===== src/rtl/bcal_pkg.sv =====
package bcal_pkg;

  localparam int NCH  = 3;
  localparam int CH_R = 0;
  localparam int CH_G = 1;
  localparam int CH_B = 2;

  typedef enum logic [1:0] {
    ST_IDLE = 2'd0,
    ST_VERT = 2'd1,
    ST_HOLD = 2'd2
  } seq_state_e;

  // position of a channel within each three-line test group: green, red, blue
  function automatic int slot_of(input int ch);
    case (ch)
      CH_G:    slot_of = 0;
      CH_R:    slot_of = 1;
      default: slot_of = 2;
    endcase
  endfunction

endpackage


===== src/rtl/bcal_vdet.sv =====
module bcal_vdet #(
  parameter int DET_CYC = 64
) (
  input  logic clk,
  input  logic rst_n,
  input  logic hp_i,
  input  logic blk_i,
  output logic blk_s,
  output logic hp_rise,
  output logic vstart
);

  localparam int RUN_W = $clog2(DET_CYC + 1);

  logic [1:0]       hp_sync;
  logic [1:0]       blk_sync;
  logic             hp_d;
  logic [RUN_W-1:0] run_q;
  logic [RUN_W-1:0] run_n;
  logic             run_en;

  // next-state logic
  always_comb begin
    blk_s   = blk_sync[1];
    hp_rise = hp_sync[1] & ~hp_d;
    run_en  = ~blk_s | (run_q != RUN_W'(DET_CYC));
    run_n   = blk_s ? (run_q + 1'b1) : '0;
    vstart  = blk_s && (run_q == RUN_W'(DET_CYC - 1));
  end

  // registers
  always_ff @(posedge clk or negedge rst_n) begin
    if (!rst_n) begin
      hp_sync  <= '0;
      blk_sync <= '0;
      hp_d     <= 1'b0;
      run_q    <= '0;
    end else begin
      hp_sync  <= {hp_sync[0], hp_i};
      blk_sync <= {blk_sync[0], blk_i};
      hp_d     <= hp_sync[1];
      if (run_en) begin
        run_q <= run_n;
      end
    end
  end

endmodule


===== src/rtl/bcal_linecnt.sv =====
module bcal_linecnt
  import bcal_pkg::*;
#(
  parameter int LINE_W    = 5,
  parameter int MIN_LINES = 11,
  parameter int LAST_LINE = 23
) (
  input  logic              clk,
  input  logic              rst_n,
  input  logic              blk_s,
  input  logic              hp_rise,
  input  logic              vstart,
  output logic [LINE_W-1:0] line,
  output logic              in_vert,
  output logic              err
);

  seq_state_e        state_q, state_n;
  logic [LINE_W-1:0] cnt_q, cnt_n;
  logic              err_q, err_n;
  logic              upd_en;

  // next-state logic
  always_comb begin
    state_n = state_q;
    cnt_n   = cnt_q;
    err_n   = err_q;
    case (state_q)
      ST_IDLE: begin
        if (vstart) begin
          state_n = ST_VERT;
          cnt_n   = LINE_W'(1);
          err_n   = 1'b0;
        end
      end
      ST_VERT: begin
        if (!blk_s && (cnt_q <= LINE_W'(MIN_LINES))) begin
          state_n = ST_IDLE;
          cnt_n   = '0;
          err_n   = 1'b1;
        end else if (hp_rise) begin
          if (cnt_q == LINE_W'(LAST_LINE)) begin
            state_n = blk_s ? ST_HOLD : ST_IDLE;
            cnt_n   = '0;
          end else begin
            cnt_n = cnt_q + 1'b1;
          end
        end
      end
      ST_HOLD: begin
        if (!blk_s) begin
          state_n = ST_IDLE;
        end
      end
      default: begin
        state_n = ST_IDLE;
        cnt_n   = '0;
      end
    endcase
    upd_en  = (state_n != state_q) || (cnt_n != cnt_q) || (err_n != err_q);
    line    = cnt_q;
    in_vert = (state_q == ST_VERT);
    err     = err_q;
  end

  // registers
  always_ff @(posedge clk or negedge rst_n) begin
    if (!rst_n) begin
      state_q <= ST_IDLE;
      cnt_q   <= '0;
      err_q   <= 1'b0;
    end else if (upd_en) begin
      state_q <= state_n;
      cnt_q   <= cnt_n;
      err_q   <= err_n;
    end
  end

endmodule


===== src/rtl/bcal_calgen.sv =====
module bcal_calgen
  import bcal_pkg::*;
#(
  parameter int LINE_W      = 5,
  parameter int FIRST_DRIVE = 17
) (
  input  logic              clk,
  input  logic              rst_n,
  input  logic [LINE_W-1:0] line,
  input  logic              in_vert,
  input  logic              blk_s,
  output logic              blank_o,
  output logic [NCH-1:0]    drive_o,
  output logic [NCH-1:0]    cutoff_o,
  output logic              allblk_o,
  output logic              rgnd_o,
  output logic [NCH-1:0]    sample_o
);

  localparam int LEAK_LINE = FIRST_DRIVE + NCH;
  localparam int FIRST_CUT = LEAK_LINE + 1;
  localparam int LAST_DRV  = FIRST_DRIVE + NCH - 1;

  logic [NCH-1:0] drv_n, cut_n, smp_n;
  logic           blank_n, allblk_n, rgnd_n;

  // per-channel line decode
  for (genvar g = 0; g < NCH; g++) begin : g_chan
    localparam int SLOT = slot_of(g);
    always_comb begin
      drv_n[g] = in_vert && (line == LINE_W'(FIRST_DRIVE + SLOT));
      cut_n[g] = in_vert && (line == LINE_W'(FIRST_CUT + SLOT));
      smp_n[g] = drv_n[g] | cut_n[g];
    end
  end

  always_comb begin
    blank_n  = blk_s | in_vert;
    allblk_n = in_vert && (line == LINE_W'(LEAK_LINE));
    rgnd_n   = in_vert && (line >= LINE_W'(FIRST_DRIVE)) && (line <= LINE_W'(LAST_DRV));
  end

  always_ff @(posedge clk or negedge rst_n) begin
    if (!rst_n) begin
      blank_o  <= 1'b0;
      drive_o  <= '0;
      cutoff_o <= '0;
      allblk_o <= 1'b0;
      rgnd_o   <= 1'b0;
      sample_o <= '0;
    end else begin
      blank_o  <= blank_n;
      drive_o  <= drv_n;
      cutoff_o <= cut_n;
      allblk_o <= allblk_n;
      rgnd_o   <= rgnd_n;
      sample_o <= smp_n;
    end
  end

endmodule


===== src/rtl/bcal_seq.sv =====
module bcal_seq #(
  parameter int DET_CYC     = 64,
  parameter int MIN_LINES   = 11,
  parameter int FIRST_DRIVE = 17
) (
  input  logic       clk,
  input  logic       rst_n,
  input  logic       hp_i,
  input  logic       blk_i,
  output logic       blank_o,
  output logic [2:0] drive_o,
  output logic [2:0] cutoff_o,
  output logic       allblk_o,
  output logic       rgnd_o,
  output logic [2:0] sample_o,
  output logic       err_o
);

  localparam int LAST_LINE = FIRST_DRIVE + 2 * bcal_pkg::NCH;
  localparam int LINE_W    = $clog2(LAST_LINE + 1);

  logic [1:0]        rst_q;
  logic              rst_int_n;
  logic              blk_s, hp_rise, vstart;
  logic [LINE_W-1:0] line;
  logic              in_vert;

  // reset: asserted asynchronously, released on the clock
  always_ff @(posedge clk or negedge rst_n) begin
    if (!rst_n) begin
      rst_q <= '0;
    end else begin
      rst_q <= {rst_q[0], 1'b1};
    end
  end
  assign rst_int_n = rst_q[1];

  bcal_vdet #(
    .DET_CYC (DET_CYC)
  ) u_vdet (
    .clk     (clk),
    .rst_n   (rst_int_n),
    .hp_i    (hp_i),
    .blk_i   (blk_i),
    .blk_s   (blk_s),
    .hp_rise (hp_rise),
    .vstart  (vstart)
  );

  bcal_linecnt #(
    .LINE_W    (LINE_W),
    .MIN_LINES (MIN_LINES),
    .LAST_LINE (LAST_LINE)
  ) u_linecnt (
    .clk     (clk),
    .rst_n   (rst_int_n),
    .blk_s   (blk_s),
    .hp_rise (hp_rise),
    .vstart  (vstart),
    .line    (line),
    .in_vert (in_vert),
    .err     (err_o)
  );

  bcal_calgen #(
    .LINE_W      (LINE_W),
    .FIRST_DRIVE (FIRST_DRIVE)
  ) u_calgen (
    .clk      (clk),
    .rst_n    (rst_int_n),
    .line     (line),
    .in_vert  (in_vert),
    .blk_s    (blk_s),
    .blank_o  (blank_o),
    .drive_o  (drive_o),
    .cutoff_o (cutoff_o),
    .allblk_o (allblk_o),
    .rgnd_o   (rgnd_o),
    .sample_o (sample_o)
  );

endmodule


===== config.mk =====
export PLATFORM = sky130hd
export DESIGN_NAME = bcal_seq
export DESIGN_NICKNAME = d
export VERILOG_FILES = /design/src/rtl/bcal_pkg.sv /design/src/rtl/bcal_vdet.sv /design/src/rtl/bcal_linecnt.sv /design/src/rtl/bcal_calgen.sv /design/src/rtl/bcal_seq.sv
export SDC_FILE = /design/constraint.sdc
export NUM_CORES = 1
export LEC_CHECK = 0
export BUFFER_PORTS_ARGS = -buffer_cell sky130_fd_sc_hd__buf_2
export CORE_ASPECT_RATIO = 0.5
export CORE_UTILIZATION = 40
export DETAILED_ROUTE_END_ITERATION = 7
export GPL_TIMING_DRIVEN = 0
export MAX_ROUTING_LAYER = met4
export PLACE_DENSITY = 0.61
export REMOVE_ABC_BUFFERS = 1
export SYNTH_ARGS = -nofsm -noshare
export SYNTH_HDL_FRONTEND = slang
export SYNTH_HIERARCHICAL = 1
export SYNTH_SLANG_ARGS = --single-unit

===== constraint.sdc =====
create_clock -name clk -period 1.5 [get_ports clk]
set_clock_uncertainty 0.1 [all_clocks]
set_input_delay 0.225 -clock clk [delete_from_list [all_inputs] [get_ports clk]]
set_output_delay 0.225 -clock clk [all_outputs]
set_load 0.005 [all_outputs]

### Yosys cells after proc, flatten, opt, wreduce, memory -nomap -nowiden

Index checks and enable logic that the tools add are counted.

* output and inout bits: 13
* register bits after elaboration: 34
* input port bits: 4

* multiplexer cells: 16
* bitwise operators: 8
* add/subtract/negate cells: 2
* reductions and logical operators: 15
* equal/unequal tests: 14
* magnitude comparators: 3

Operators with widths (number)
* == test 5 bit (second input constant): 7
* 2-to-1 mux 5 bit: 4
* case mux 5 bit (3 select lines): 1
* 2-to-1 mux 2 bit: 6
* logical AND 1 bit: 11
* adder 7 x 1 -> 7 bit (second input constant): 1
* == test 7 x 6 -> 1 bit (second input constant): 1
* 2-to-1 mux 7 bit: 1
* inequality test 7 bit (second input constant): 1
* case mux 2 bit (3 select lines): 1
* adder 5 x 1 -> 5 bit (second input constant): 1
* >= comparator 5 bit (second input constant): 1
* less-or-equal comparator 5 x 4 -> 1 bit (second input constant): 1
* less-or-equal comparator 5 bit (second input constant): 1
* inequality test 5 bit: 1
* bitwise OR 1 bit: 5
* == test 2 x 1 -> 1 bit (second input constant): 1
* == test 2 bit (second input constant): 1
* logical NOT 2 bit: 1
* logical OR 1 bit: 2
* 2-to-1 mux 1 bit: 2
* inequality test 2 bit: 1
* inverter 1 bit: 2
* case mux 1 bit (2 select lines): 1
* other kinds (3): 3

### Depth between registers and ports, before layout

Gate-level depths: netlist of the first run.

* depth in word-level cells: 8
* mapped depth: 7

### Hierarchy

Netlist of the first run, hierarchy kept.

By module, submodules not included
* bcal_vdet: times used 1, cells an instance 45, sequential area each 300.3 µm², area each 510.5 µm²
* bcal_linecnt: times used 1, cells an instance 49, sequential area each 200.2 µm², area each 464.2 µm²
* bcal_calgen: times used 1, cells an instance 31, sequential area each 300.3 µm², area each 415.4 µm²
* bcal_seq: times used 1, cells an instance 3, sequential area each 50.0 µm², area each 53.8 µm²

### Worst setup path before layout of the first run

OpenSTA, ideal clock, no wires.

* kind: reg-to-reg
* from: register u_linecnt.cnt_q[0], in the netlist u_linecnt/line[0]
* to: register u_linecnt.cnt_q[0], in the netlist u_linecnt/line[0]
* data required time: 1320 ps
* data arrival time: 1415 ps
* clock period less this slack: 1595 ps
* path slack: -95 ps
* library setup time: 80 ps
* cell stages (with the launch flop): 6
* path through: dfrtp_1 -> ha_1 -> nand4b_4 -> a21oi_2 -> nand2_2 -> o22ai_2

* word-level cells in the longest chain between the ends: 8
* elaborated cells between the ends (all ways): 20
* classes of those cells: add/sub (1); order compare (1); eq/ne (4); mux (11); reduce/logical (3)

Ends and longest elaborated chain
* from (decl): line bcal_linecnt.sv:19 `logic [LINE_W-1:0] cnt_q, cnt_n;`
* from (signal assigned): line bcal_linecnt.sv:74 `cnt_q <= cnt_n;`
* adder 5 x 1 -> 5 bit or == test 5 bit (tied branches): line bcal_linecnt.sv:46, bcal_linecnt.sv:42
* 2-to-1 mux 5 bit or 2-to-1 mux 2 bit (tied branches): line bcal_linecnt.sv:42 `if (cnt_q == LINE_W'(LAST_LINE)) begin`
* 2-to-1 mux 5 bit or 2-to-1 mux 2 bit (tied branches): line bcal_linecnt.sv:41 `end else if (hp_rise) begin`
* 2-to-1 mux 5 bit or 2-to-1 mux 2 bit (tied branches): line bcal_linecnt.sv:37 `if (!blk_s && (cnt_q <= LINE_W'(MIN_LINES))) begin`
* case mux 5 bit (3 select lines) or case mux 2 bit (3 select lines) (tied branches): line bcal_linecnt.sv:28 `case (state_q)`
* inequality test 5 bit or inequality test 2 bit (tied branches): line bcal_linecnt.sv:60 `upd_en = (state_n != state_q) || (cnt_n != cnt_q) || (err_n != err_q);`
* logical OR 1 bit (2 in a row): line bcal_linecnt.sv:60

Parallel ways exist; a longest one is shown, timed or not.
A chain may end at the register's enable or synchronous reset.

### Worst setup path in the final report of the first run

* from: register u_linecnt.cnt_q[0], in the netlist u_linecnt/line[0]
* to: register u_linecnt.cnt_q[1], in the netlist u_linecnt/line[1]

The elaborated chain is that of the path after synthesis.

==> results of run 1 <==
## final timing paths
check / startpoint / end / slack [ps] / cells past startpoint
hold reg to reg: rst_q[1]$_DFF_PN0_ / u_calgen/cutoff_o[0]$_DFF_PN0_ / 210 / 0
max in group asynchronous: rst_q[1]$_DFF_PN0_ / u_linecnt/line[1]$_DFFE_PN0P_ / 610 / 0
setup / recovery: u_linecnt/line[0]$_DFFE_PN0P_ / u_linecnt/line[1]$_DFFE_PN0P_ / -30 / 6
min in group clk: rst_q[0]$_DFF_PN0_ / rst_q[1]$_DFF_PN0_ / 250 / 0
hold / removal: rst_n / rst_q[0]$_DFF_PN0_ / 150 / 2
setup reg to reg: u_linecnt/line[0]$_DFFE_PN0P_ / u_linecnt/line[1]$_DFFE_PN0P_ / -30 / 6
## sequential cells by signal, summed over array words and instances (netlist names)
| register | count |
|---|---|
| u_vdet/run_q | 7 |
| u_linecnt/state_q | 2 |
| u_vdet/hp_d | 1 |
| u_vdet/blk_sync | 2 |
| u_calgen/drive_o | 3 |
| u_calgen/blank_o | 1 |
| u_calgen/rgnd_o | 1 |
| u_calgen/sample_o | 3 |
| u_linecnt/line | 5 |
| rst_q | 2 |
| u_vdet/hp_sync | 2 |
| u_calgen/allblk_o | 1 |
| u_linecnt/err | 1 |
| u_calgen/cutoff_o | 3 |
## cell type report
class                   instances  area share
inverters                       6      0.0118
clock buffers                   7      0.0453
clock inverters                 1     0.00262
multi-input cells              86       0.341
repair buffers                 34       0.117
well taps                      48      0.0315
flip-flops and latches         34       0.451
## power groups by stage
stage               sequential (uW)  combinational (uW)  clock (uW)
floorplan                       976                25.1           0
global placement                984                34.9           0
detailed placement              985                35.5           0
CTS                             961                66.4         709
global route                    965                84.4         745
finish                          960                75.7         678
## per-layer routing
layer / global-route usage / vias up / routed length, um
li1: - / 517 / -
met1: 0.241 / 541 / 1530
met2: 0.247 / 17 / 1310
met3: 0.0616 / 2 / 105
met4: 0.0400 / 0 / 21
met5: - / - / 0
## per-stage QoR
stage,cell area (sq um),hold slack [ps],power [uW],std cells,TNS (ps)
2_1_floorplan,1440,-171,1000,126,-302
3_3_place_gp,1580,-89.4,1020,190,-1600
3_5_place_dp,1580,-86.5,1020,190,-1830
4_1_cts,1810,142,1740,210,-32.9
5_1_grt,1910,150,1790,216,-408
6_report,1910,151,1710,216,-36.9
## cell usage in the layout, fill, tap and decap left out, types with 2 or more instances in the layout
cell type / n
inv_1: 6
o22ai_1: 2
mux2i_1: 5
nand2_1: 12
nor4_2: 3
dfrtp_1: 27
nand4_1: 2
dfrtp_2: 7
a21oi_1: 3
dlygate4sd3_1: 3
buf_2: 16
nor3_1: 2
nor2b_4: 2
o21ai_1: 2
and2_1: 2
buf_4: 15
clkbuf_8: 6
nand4b_1: 2
nor4_1: 2
xnor2_1: 3
nand3_1: 7
nor2_1: 9
nand2b_1: 4
## critical path: stages (launching register included)
cell and delay, ps:
dfrtp_2 440, ha_4 180, nand4b_4 200, a21oi_4 240
buf_4 150, nand3_1 70, nand2_1 80
## timing repair
| item | in CTS | in global routing |
|---|---|---|
| hold buffers | 3 | 0 |
| pin swaps | 3 | 7 |
| endpoints found under the hold margin | 4 | 0 |
| setup buffers | 9 | 6 |
| setup endpoints to repair | 8 | 15 |
| gates resized for setup | 15 | 11 |
## cells by family (layout without fill, tap and decap cells)
logic type      after synthesis  count (layout)
buf+inv                       8              48
compound gates               14              14
fa+ha+maj                     3               3
mux                           5               5
xor+xnor                      4               4
other cells                   1               1
simple gates                 59              59
flops                        34              34
==> summary.md, run 1 <==
| Metric | Value |
|---|---|
| Slew @ Worst Pin | 680 ps |
| Register share of total power | 0.560 |
| Fillcell total | 255 |
| Static leakage | 0.000917 uW |
| # H-tree levels | 2 |
| 1st-pass router iterations | 4 |
| Netlist Area Pre-Place | about 1400 sq um |
| Switching Fraction | 0.215 |
| Multi-input combinational cell area | 651 sq um |
| Vias | 1077 |
| Area leader, netlist | dfrtp_1 |
| Port Buf Inserts | 16 |
| Row Count | 14 |
| Share of the synthesized area in the top cell type | 0.589 |
| Status | complete, but fails checks |
| Clock slew seen by the registers of the worst setup and hold paths | 70 ps |
| Internal power | 1340 uW |
| Distinct cell type count after synthesis | 37 |
| Post-synthesis average cell area | 11.3 sq um |
| Post-Syn Instances | 128 |
| Endpoints failing setup | 2 |
| Storage element area | about 860 sq um |
| Synth warnings | 6 |
| Hold crit path type | primary input to asynchronous set/reset pin |
| Clk Tree Root Cell | clkbuf_8 |
| Required time of the critical path | 1610 ps |
| Placed wire-length estimate | 1730 um |
| Failing checks | setup timing |
| PnR worst setup slack | -26.9 ps |
| IO Count | 17 |
| Crit Path Max Fanout | 5 |
| Max clock buf depth | 2 |
| Fin util | 0.595 |
| ANT nets after route | 0 |
| Share of layout cells above drive strength 1 | 0.387 |
| RSZ-0062 raised after global routing | yes |
| Post-synthesis mux area share | 0.0347 |
| Setup CP Type | flop to flop |
| Post-synth EDFFs | 0 |
| CTS tree | yes |
| Die area | 3870 sq um |
| Comb power frac | 0.044 |
| Simple-gate portion of the synthesized area | 0.234 |
| Total GRT Usage | 0.175 |
| Die H | 44.5 um |
| Clock Power Share | 0.396 |
| Hold Violations, Final | 0 |
| Initial Util | 0.450 |
| Post-layout nets | about 170 |
| Ant. Diodes | 0 |
| Worst VDD drop | 551 uV |
| Initial antenna violation count | 0 |
| Setup slack after placement | -329 ps |
| Main synth FF type | dfrtp_1 |
| Post-synthesis register bit count | 34 |
| Core Footprint | 3210 sq um |
| Compound-gate portion of the synthesized area | 0.0676 |
| Num Clock Sinks | 34 |
| Top cells by area, synth | dfrtp_1 59%, mux2i_1 3.5%, nand2_1 3.1%, nor2_1 2.9%, nand3_1 2.8% |
| Final wirelength | roughly 3000 um |
| Most numerous cell in the Yosys netlist | dfrtp_1 |
| Initial DRC count | 94 |
| Psw | about 370 uW |
| Worst setup SP type | flop |
| Ys async rst share | 1.00 |
| Area Overhead vs Synth | 32.1% |
| Die width | between 80 and 90 um |
| Vias per cell | 4.99 |
| Main combinational cell family by area after synthesis | simple AND/OR/NAND/NOR gates |
| Synth cell count leaders | 34 x dfrtp_1, 12 x nand2_1, 11 x nor2_1, 8 x nand3_1, 6 x inv_1 |
| Seq/Total Area, Yosys | 0.589 |
| Slew Limit Fails | 0 |
| Rel. slew slack | 0.546 |
| Max-Cap Viols | 0 |
| Final Cycle Share | 1.02 |
| Largest net degree at the start of global routing | 33 |
| Wire length per cell | roughly 14 um |
| XOR/XNOR Fraction of Synth Area | 0.0243 |
| DRC viols | 0 |
| Vias in the first global route | 983 |
| CTS buffer count | 5 |
| Final min period | 1530 ps |
| PwrDens | 899 nW/um^2 |
| Final GP Congestion | 0.760 |
| Worst-Skew Late Latency | 280 ps |
| Grt total ovfl | 0 |
| Post-synthesis adder-cell area fraction | 0.0260 |
| Worst path arrival time | 1630 ps |
| Critical Path Sink Type | flop |
| Fmax | roughly 650 MHz |
| Global-route wire length before repair | 4690 um |
No activity file was read; power rests on OpenSTA's default activity.
==> run 2, diff against run 1 <==
--- a/config.mk
+++ b/config.mk
@@ -7,11 +7,11 @@
 export LEC_CHECK = 0
 export BUFFER_PORTS_ARGS = -buffer_cell sky130_fd_sc_hd__buf_2
 export CORE_ASPECT_RATIO = 0.5
-export CORE_UTILIZATION = 40
+export CORE_UTILIZATION = 55
 export DETAILED_ROUTE_END_ITERATION = 7
 export GPL_TIMING_DRIVEN = 0
 export MAX_ROUTING_LAYER = met4
-export PLACE_DENSITY = 0.61
+export PLACE_DENSITY = 0.79
 export REMOVE_ABC_BUFFERS = 1
 export SYNTH_ARGS = -nofsm -noshare
 export SYNTH_HDL_FRONTEND = slang
==> run 2 against run 1 <==
The flow still finishes with violations (setup timing). Count of clock-buffer cells in the layout is the same. Final area about the same. Die area fell by 26%. Critical path type unchanged.
==> summary.md, run 2 (synthesized netlist as in run 1, its figures left out) <==
| Metric | Value |
|---|---|
| Status | complete, but fails checks |
| Failing checks | setup timing |
| Clk Tree Root Cell | clkbuf_8 |
| Final wirelength | approximately 3500 um |
| Wire length per cell | 17.2 um |
| Finished Cell Area | 1910 sq um |
| Required time of the critical path | 1600 ps |
| Initial DRC count | 123 |
| Post-layout nets | 174 |
| Die width | around 74 um |
| Core Footprint | 2340 sq um |
| R2r endpoint | u_linecnt/line[0]$_DFFE_PN0P_ |
| # H-tree levels | 2 |
| Final Cycle Share | 1.04 |
| Share of layout cells above drive strength 1 | 0.399 |
| Commonest non-fill, non-tap cells in the layout | 28 x dfrtp_1, 16 x buf_2, 14 x buf_4 |
| Worst Reg-to-Reg Cells | 5 |
| Reg-to-reg slack, setup | -60 ps |
| Comb power frac | 0.044 |
| Crit Path Max Fanout | 5 |
| Placed wire-length estimate | 1660 um |
| Global-route wire length before repair | between 5000 and 6000 um |
| Rel. slew slack | 0.540 |
| Setup CP Type | flop to flop |
| Worst VDD drop | 638 uV |
| Num Clock Sinks | 34 |
| Critical Path Sink Type | flop |
| Crit-path slowest cell | dfrtp_2 |
| Final min period | 1560 ps |
| Hold crit path type | primary input to asynchronous set/reset pin |
| Die area | 2850 sq um |
| Total GRT Usage | 0.268 |
| Port Buf Inserts | 16 |
| Ant. Diodes | 0 |
| Top flop regs | u_vdet/run_q x7, u_linecnt/line x5 |
| Slew @ Worst Pin | 690 ps |
| Initial Util | 0.616 |
| Final GP Congestion | 0.847 |
| Area Overhead vs Synth | 32.1% |
| Clock Power Share | 0.396 |
| Slew Limit Fails | 0 |
| Static leakage | 0.000914 uW |
| Psw | 377 uW |
| Vias | between 1000 and 1500 |
| Worst setup SP type | flop |
| Setup slack after placement | -282 ps |
| RSZ-0062 raised after global routing | yes |
| Endpoints failing setup | 5 |
| PnR worst setup slack | -64.3 ps |
| 1st-pass router iterations | 4 |
| Vias per cell | 5.61 |
| Worst-Skew Late Latency | 280 ps |
| IO Count | 17 |
| Clock slew seen by the registers of the worst setup and hold paths | 70 ps |
| Largest net degree at the start of global routing | 33 |
| Row Count | 12 |
| Setup TNS | -230 ps |
| Dpl cell area | about 1600 sq um |
| Critical-path cell list | ha_4 -> nand4b_4 -> a21oi_4 -> nand2_4 -> o22ai_2 |
| Initial antenna violation count | 0 |
| Fillcell total | 127 |
| Switching Fraction | 0.219 |
| Fmax | 639 MHz |
| Hold Violations, Final | 0 |
| Most common cell after layout, fill and taps aside | dfrtp_1 |
| Register share of total power | 0.560 |
| PwrDens | 901 nW/um^2 |
| Max-Cap Viols | 0 |
| Max reg flops | 7 |
| Grt total ovfl | 0 |
| ANT nets after route | 0 |
| RR Startpoint | u_linecnt/line[1]$_DFFE_PN0P_ |
| CTS buffer count | 5 |
| Max incr delay on CP | 430 ps |
| DRC viols | 0 |
| CTS tree | yes |
| Die H | 38.2 um |
| Vias in the first global route | 1099 |
| Worst path arrival time | ~1700 ps |
| Biggest register | u_vdet/run_q |
| Max clock buf depth | 2 |
| Internal power | 1340 uW |
==> run 2: area by class of cell <==
cell class	count	area (sq um)	share of cell area
Sequential cell	34	858	0.450
Clock inverter	1	5.00	0.00262
Tap cell	35	43.8	0.0230
Timing Repair Buffer	34	226	0.119
Multi-Input combinational cell	86	666	0.349
Clock buffer	7	86.3	0.0452
Inverter	6	22.5	0.0118
==> run 2: critical path: cells and delay by family, from the launching register on <==
| kind | cells | cell delay, ps |
|---|---|---|
| adder cells (fa/ha/maj) | 1 | 180 |
| AND/OR/NAND/NOR | 2 | 310 |
| AO/OA/AOI/OAI | 2 | 470 |
| flip-flops | 1 | 430 |
==> run 2: through the flow <==
stage	util	instances	total power [uW]	hold slack, ps
global route	0.815	203	1790	167
global placement	0.666	177	1020	-90.0
floorplan	-	126	1000	-171
detailed placement	0.666	177	1020	-89.6
CTS	0.765	196	1720	144
finish	0.815	203	1720	163
==> run 2: what timing repair did <==
action                                  4_1_cts  5_1_grt
endpoints found under the setup margin        8       13
setup buffers                                 8        7
pin swaps                                     3        9
gates resized for setup                      16       13
hold buffers                                  3        0
endpoints found under the hold margin         4        0
==> run 2: how the worst max path moves through the flow <==
stage / start / end / slack, ps / depth (start not counted)
after global routing: u_vdet/run_q[4]$_DFFE_PN0P_ / u_linecnt/line[1]$_DFFE_PN0P_ / -110 / 7
after detailed placement: u_linecnt/line[0]$_DFFE_PN0P_ / u_linecnt/line[0]$_DFFE_PN0P_ / -280 / 5
after floorplan: u_linecnt/line[0]$_DFFE_PN0P_ / u_linecnt/line[0]$_DFFE_PN0P_ / -100 / 5
final: u_linecnt/line[1]$_DFFE_PN0P_ / u_linecnt/line[0]$_DFFE_PN0P_ / -60 / 5
after CTS: u_linecnt/line[2]$_DFFE_PN0P_ / u_linecnt/line[3]$_DFFE_PN0P_ / -6 / 4
after global placement: u_linecnt/line[0]$_DFFE_PN0P_ / u_linecnt/line[0]$_DFFE_PN0P_ / -270 / 5
==> run 2: power by group through the flow <==
stage          Sequential (uW)  Combinational (uW)  Clock [uW]
2_1_floorplan              976                25.1           0
3_3_place_gp               983                34.3           0
3_5_place_dp               985                36.1           0
4_1_cts                    961                70.4         691
5_1_grt                    967                82.8         737
6_report                   962                76.5         681
==> run 2: layer usage <==
layer  part of all wire  track usage  wire length [um]
met1               0.43        0.336              1520
met2               0.47        0.405              1640
met3              0.077       0.0789               271
met5                  0            -                 0
met4              0.020        0.137                69
==> run 3, diff against run 2 <==
--- a/config.mk
+++ b/config.mk
@@ -5,13 +5,17 @@
 export SDC_FILE = /design/constraint.sdc
 export NUM_CORES = 1
 export LEC_CHECK = 0
+export ABC_AREA = 1
 export BUFFER_PORTS_ARGS = -buffer_cell sky130_fd_sc_hd__buf_2
+export CELL_PAD_IN_SITES_DETAIL_PLACEMENT = 1
+export CELL_PAD_IN_SITES_GLOBAL_PLACEMENT = 1
 export CORE_ASPECT_RATIO = 0.5
-export CORE_UTILIZATION = 55
+export CORE_UTILIZATION = 43
+export CTS_CLUSTER_SIZE = 14
 export DETAILED_ROUTE_END_ITERATION = 7
 export GPL_TIMING_DRIVEN = 0
 export MAX_ROUTING_LAYER = met4
-export PLACE_DENSITY = 0.79
+export PLACE_DENSITY = 0.81
 export REMOVE_ABC_BUFFERS = 1
 export SYNTH_ARGS = -nofsm -noshare
 export SYNTH_HDL_FRONTEND = slang
==> run 3 against run 2 <==
The run now ends clean. Synthesized cell count is 41% higher. Worst setup slack better by 78 ps. Cell count is 30% higher. Critical path depth is 1 higher. Worst hold slack better by 22 ps. First-iteration DRC count is 65% lower. Count of clock-buffer cells in the layout stayed put. Total power is 2.6% lower. Sequential share of layout area is 0.41 points lower. Routed wire length is 16% higher. Critical path type unchanged. Critical endpoint is now u_linecnt/line[4]$_DFFE_PN0P_.
==> summary.md, run 3 <==
| Metric | Value |
|---|---|
| Status | completed |
| Largest net degree at the start of global routing | 33 |
| 1st-pass router iterations | 4 |
| Most common cell after layout, fill and taps aside | nand2_1 |
| Critical Path Sink Type | flop |
| Required time of the critical path | 1610 ps |
| Die H | about 44 um |
| Final wirelength | 4050 um |
| Commonest non-fill, non-tap cells in the layout | 37 x nand2_1, 28 x dfrtp_1, 26 x nor2_1 |
| RSZ-0062 raised after global routing | yes |
| Netlist Area Pre-Place | ~1500 sq um |
| Max-Cap Viols | 0 |
| Seq/Total Area, Yosys | 0.550 |
| Post-Syn Instances | between 150 and 200 |
| Top cells by area, synth | dfrtp_1 55%, nand2_1 9.0%, nand3_1 7.1%, nor2_1 6.8%, inv_1 6.1% |
| Switching Fraction | 0.230 |
| Final GP Congestion | approximately 0.83 |
| Endpoints failing setup | 0 |
| Worst setup SP type | flop |
| Fmax | 673 MHz |
| Delay-heaviest family, CP | simple AND/OR/NAND/NOR gates |
| Post-synth EDFFs | 0 |
| Grt total ovfl | 0 |
| Post-layout nets | 223 |
| CP dominant cell by count | nand2_1 |
| Static leakage | 0.000980 uW |
| Share of the synthesized area in the top cell type | 0.550 |
| Rel. slew slack | 0.541 |
| Setup CP Type | flop to flop |
| PwrDens | between 800 and 900 nW/um^2 |
| Num Clock Sinks | 34 |
| Initial Util | 0.482 |
| Register share of total power | 0.576 |
| Worst VDD drop | between 500 and 600 uV |
| DRC viols | 0 |
| Clock slew seen by the registers of the worst setup and hold paths | 70 ps |
| Area leader, netlist | dfrtp_1 |
| Post-synthesis register bit count | 34 |
| Slew @ Worst Pin | 688 ps |
| Main synth FF type | dfrtp_1 |
| ANT nets after route | 0 |
| Initial antenna violation count | 0 |
| CTS buffer count | 5 |
| Placed wire-length estimate | 2500 um |
| Initial DRC count | 43 |
| Critical-path cell list | ha_1 -> nand2_1 -> nand3_1 -> nand2_2 -> nand2_1 -> o21bai_2 |
| Top flop regs | u_vdet/run_q x7, u_linecnt/line x5 |
| Final non-filler cell total | 264 |
| Slew Limit Fails | 0 |
| Area Overhead vs Synth | 24.5% |
| Port Buf Inserts | 16 |
| CP Buf/Inv Count | 0 |
| Comb power frac | 0.047 |
| Fin util | 0.601 |
| Worst path arrival time | about 1600 ps |
| Max incr delay on CP | around 420 ps |
| Vias in the first global route | ~1400 |
| Crit Path Max Fanout | 6 |
| Ant. Diodes | 0 |
| Core Footprint | 3210 sq um |
| # H-tree levels | 2 |
| Share of layout cells above drive strength 1 | 0.245 |
| Row Count | 14 |
| Wire length per cell | 15.4 um |
| Die area | 3850 sq um |
| Vias | 1341 |
| IO Count | 17 |
| Hold Violations, Final | 0 |
| Psw | just under 400 uW |
| Synth cell count leaders | 37 x nand2_1, 34 x dfrtp_1, 28 x nor2_1, 25 x inv_1, 22 x nand3_1 |
| Final Cycle Share | 0.991 |
| Die width | 86.8 um |
| CTS tree | yes |
| Placed cell count | approximately 240 |
| Hold crit path type | primary input to asynchronous set/reset pin |
| Synth warnings | 6 |
| Global-route wire length before repair | approximately 6300 um |
| Vias per cell | 5.08 |
| Total GRT Usage | 0.235 |
| Ys async rst share | 1.00 |
| Clock Power Share | 0.378 |
| Post-synthesis average cell area | around 8.5 sq um |
| Most numerous cell in the Yosys netlist | nand2_1 |
| Biggest register | u_vdet/run_q |
| Crit-path slowest cell | dfrtp_2 |
| Final min period | 1490 ps |
| Worst-Skew Late Latency | 280 ps |
| Internal power | 1290 uW |
| Max clock buf depth | 2 |
| Distinct cell type count after synthesis | 25 |
| Max reg flops | 7 |
| Clk Tree Root Cell | clkbuf_8 |
run 3: cell types whose count changed after synthesis, sizes merged, moves of 3 or more:
cell,previous run,this run
nor2,11,30
o21bai,0,3
xnor2,3,0
inv,6,28
nand2,13,38
nand4,2,5
nand4b,3,0
nor4,5,1
mux2i,5,0
nand3,8,23
o22ai,3,0
nand2b,5,0
run 3: repair_timing:
action	4_1_cts	5_1_grt
endpoints found under the hold margin	4	0
hold buffers	3	0
setup endpoints to repair	40	8
setup buffers	3	7
resized for setup	11	8
pin swaps	0	3
run 3: final timing paths:
path	startpoint	end	slack [ps]	cells after the start
setup / recovery	u_linecnt/line[0]$_DFFE_PN0P_	u_linecnt/line[4]$_DFFE_PN0P_	10	6
hold / removal	rst_n	rst_q[0]$_DFF_PN0_	180	2
setup reg to reg	u_linecnt/line[0]$_DFFE_PN0P_	u_linecnt/line[4]$_DFFE_PN0P_	10	6
hold reg to reg	rst_q[1]$_DFF_PN0_	u_calgen/blank_o$_DFF_PN0_	220	0
max in group asynchronous	rst_q[1]$_DFF_PN0_	u_vdet/run_q[5]$_DFFE_PN0P_	590	0
min in group clk	u_vdet/hp_sync[0]$_DFF_PN0_	u_vdet/hp_sync[1]$_DFF_PN0_	250	0
run 3: logic make-up (layout without fill, tap and decap cells):
kind of cell	count (synthesis)	in the layout	share of synthesized area
fa+ha+maj	3	3	0.0243
xor+xnor	2	2	0.0113
flops	34	34	0.550
buf+inv	29	64	0.0712
simple gates	102	102	0.301
compound gates	10	10	0.0396
other cells	1	1	0.00242
run 3: area by class of cell:
| type | instances | area [sq um] |
|---|---|---|
| clock buffer | 7 | 76.3 |
| fill | 386 | 1280 |
| inverter | 28 | 105 |
| multi-input combinational | 118 | 641 |
| sequential | 34 | 858 |
| tap | 48 | 60.1 |
| timing repair buffer | 29 | 185 |
run 3: worst reg2reg max path: stages, from the launching register on:
cell and delay, ps:
dfrtp_2 420, ha_1 240, nand2_1 90, nand3_1 150, nand2_2 180, nand2_1 110
o21bai_2 110
run 3: power by group through the flow:
stage / clock (uW) / sequential, uW / combinational, uW
3_5_place_dp: 0 / 984 / 41.8
5_1_grt: 678 / 969 / 86.0
2_1_floorplan: 0 / 974 / 28.0
6_report: 632 / 964 / 78.6
3_3_place_gp: 0 / 982 / 39.2
4_1_cts: 645 / 963 / 67.5
run 3: through the flow:
step	setup slack (ps)	hold WS [ps]	power [uW]	TNS, ps	cell area (sq um)
finish	13.4	185	1670	0	1930
global route	-45.9	187	1730	-184	1930
detailed placement	-297	-84.9	1030	-2140	1680
global placement	-236	-89.8	1020	-1290	1680
CTS	-4.32	149	1680	-7.93	1840
floorplan	56.3	-171	1000	0	1540
run 3: routing by layer:
metal	up-vias	share of wire	GRT usage	wire length [um]
met5	-	0	-	0
met4	0	0.019	0.110	78
met3	12	0.030	0.0616	123
met2	36	0.51	0.384	2060
met1	655	0.44	0.279	1790
li1	638	-	-	-
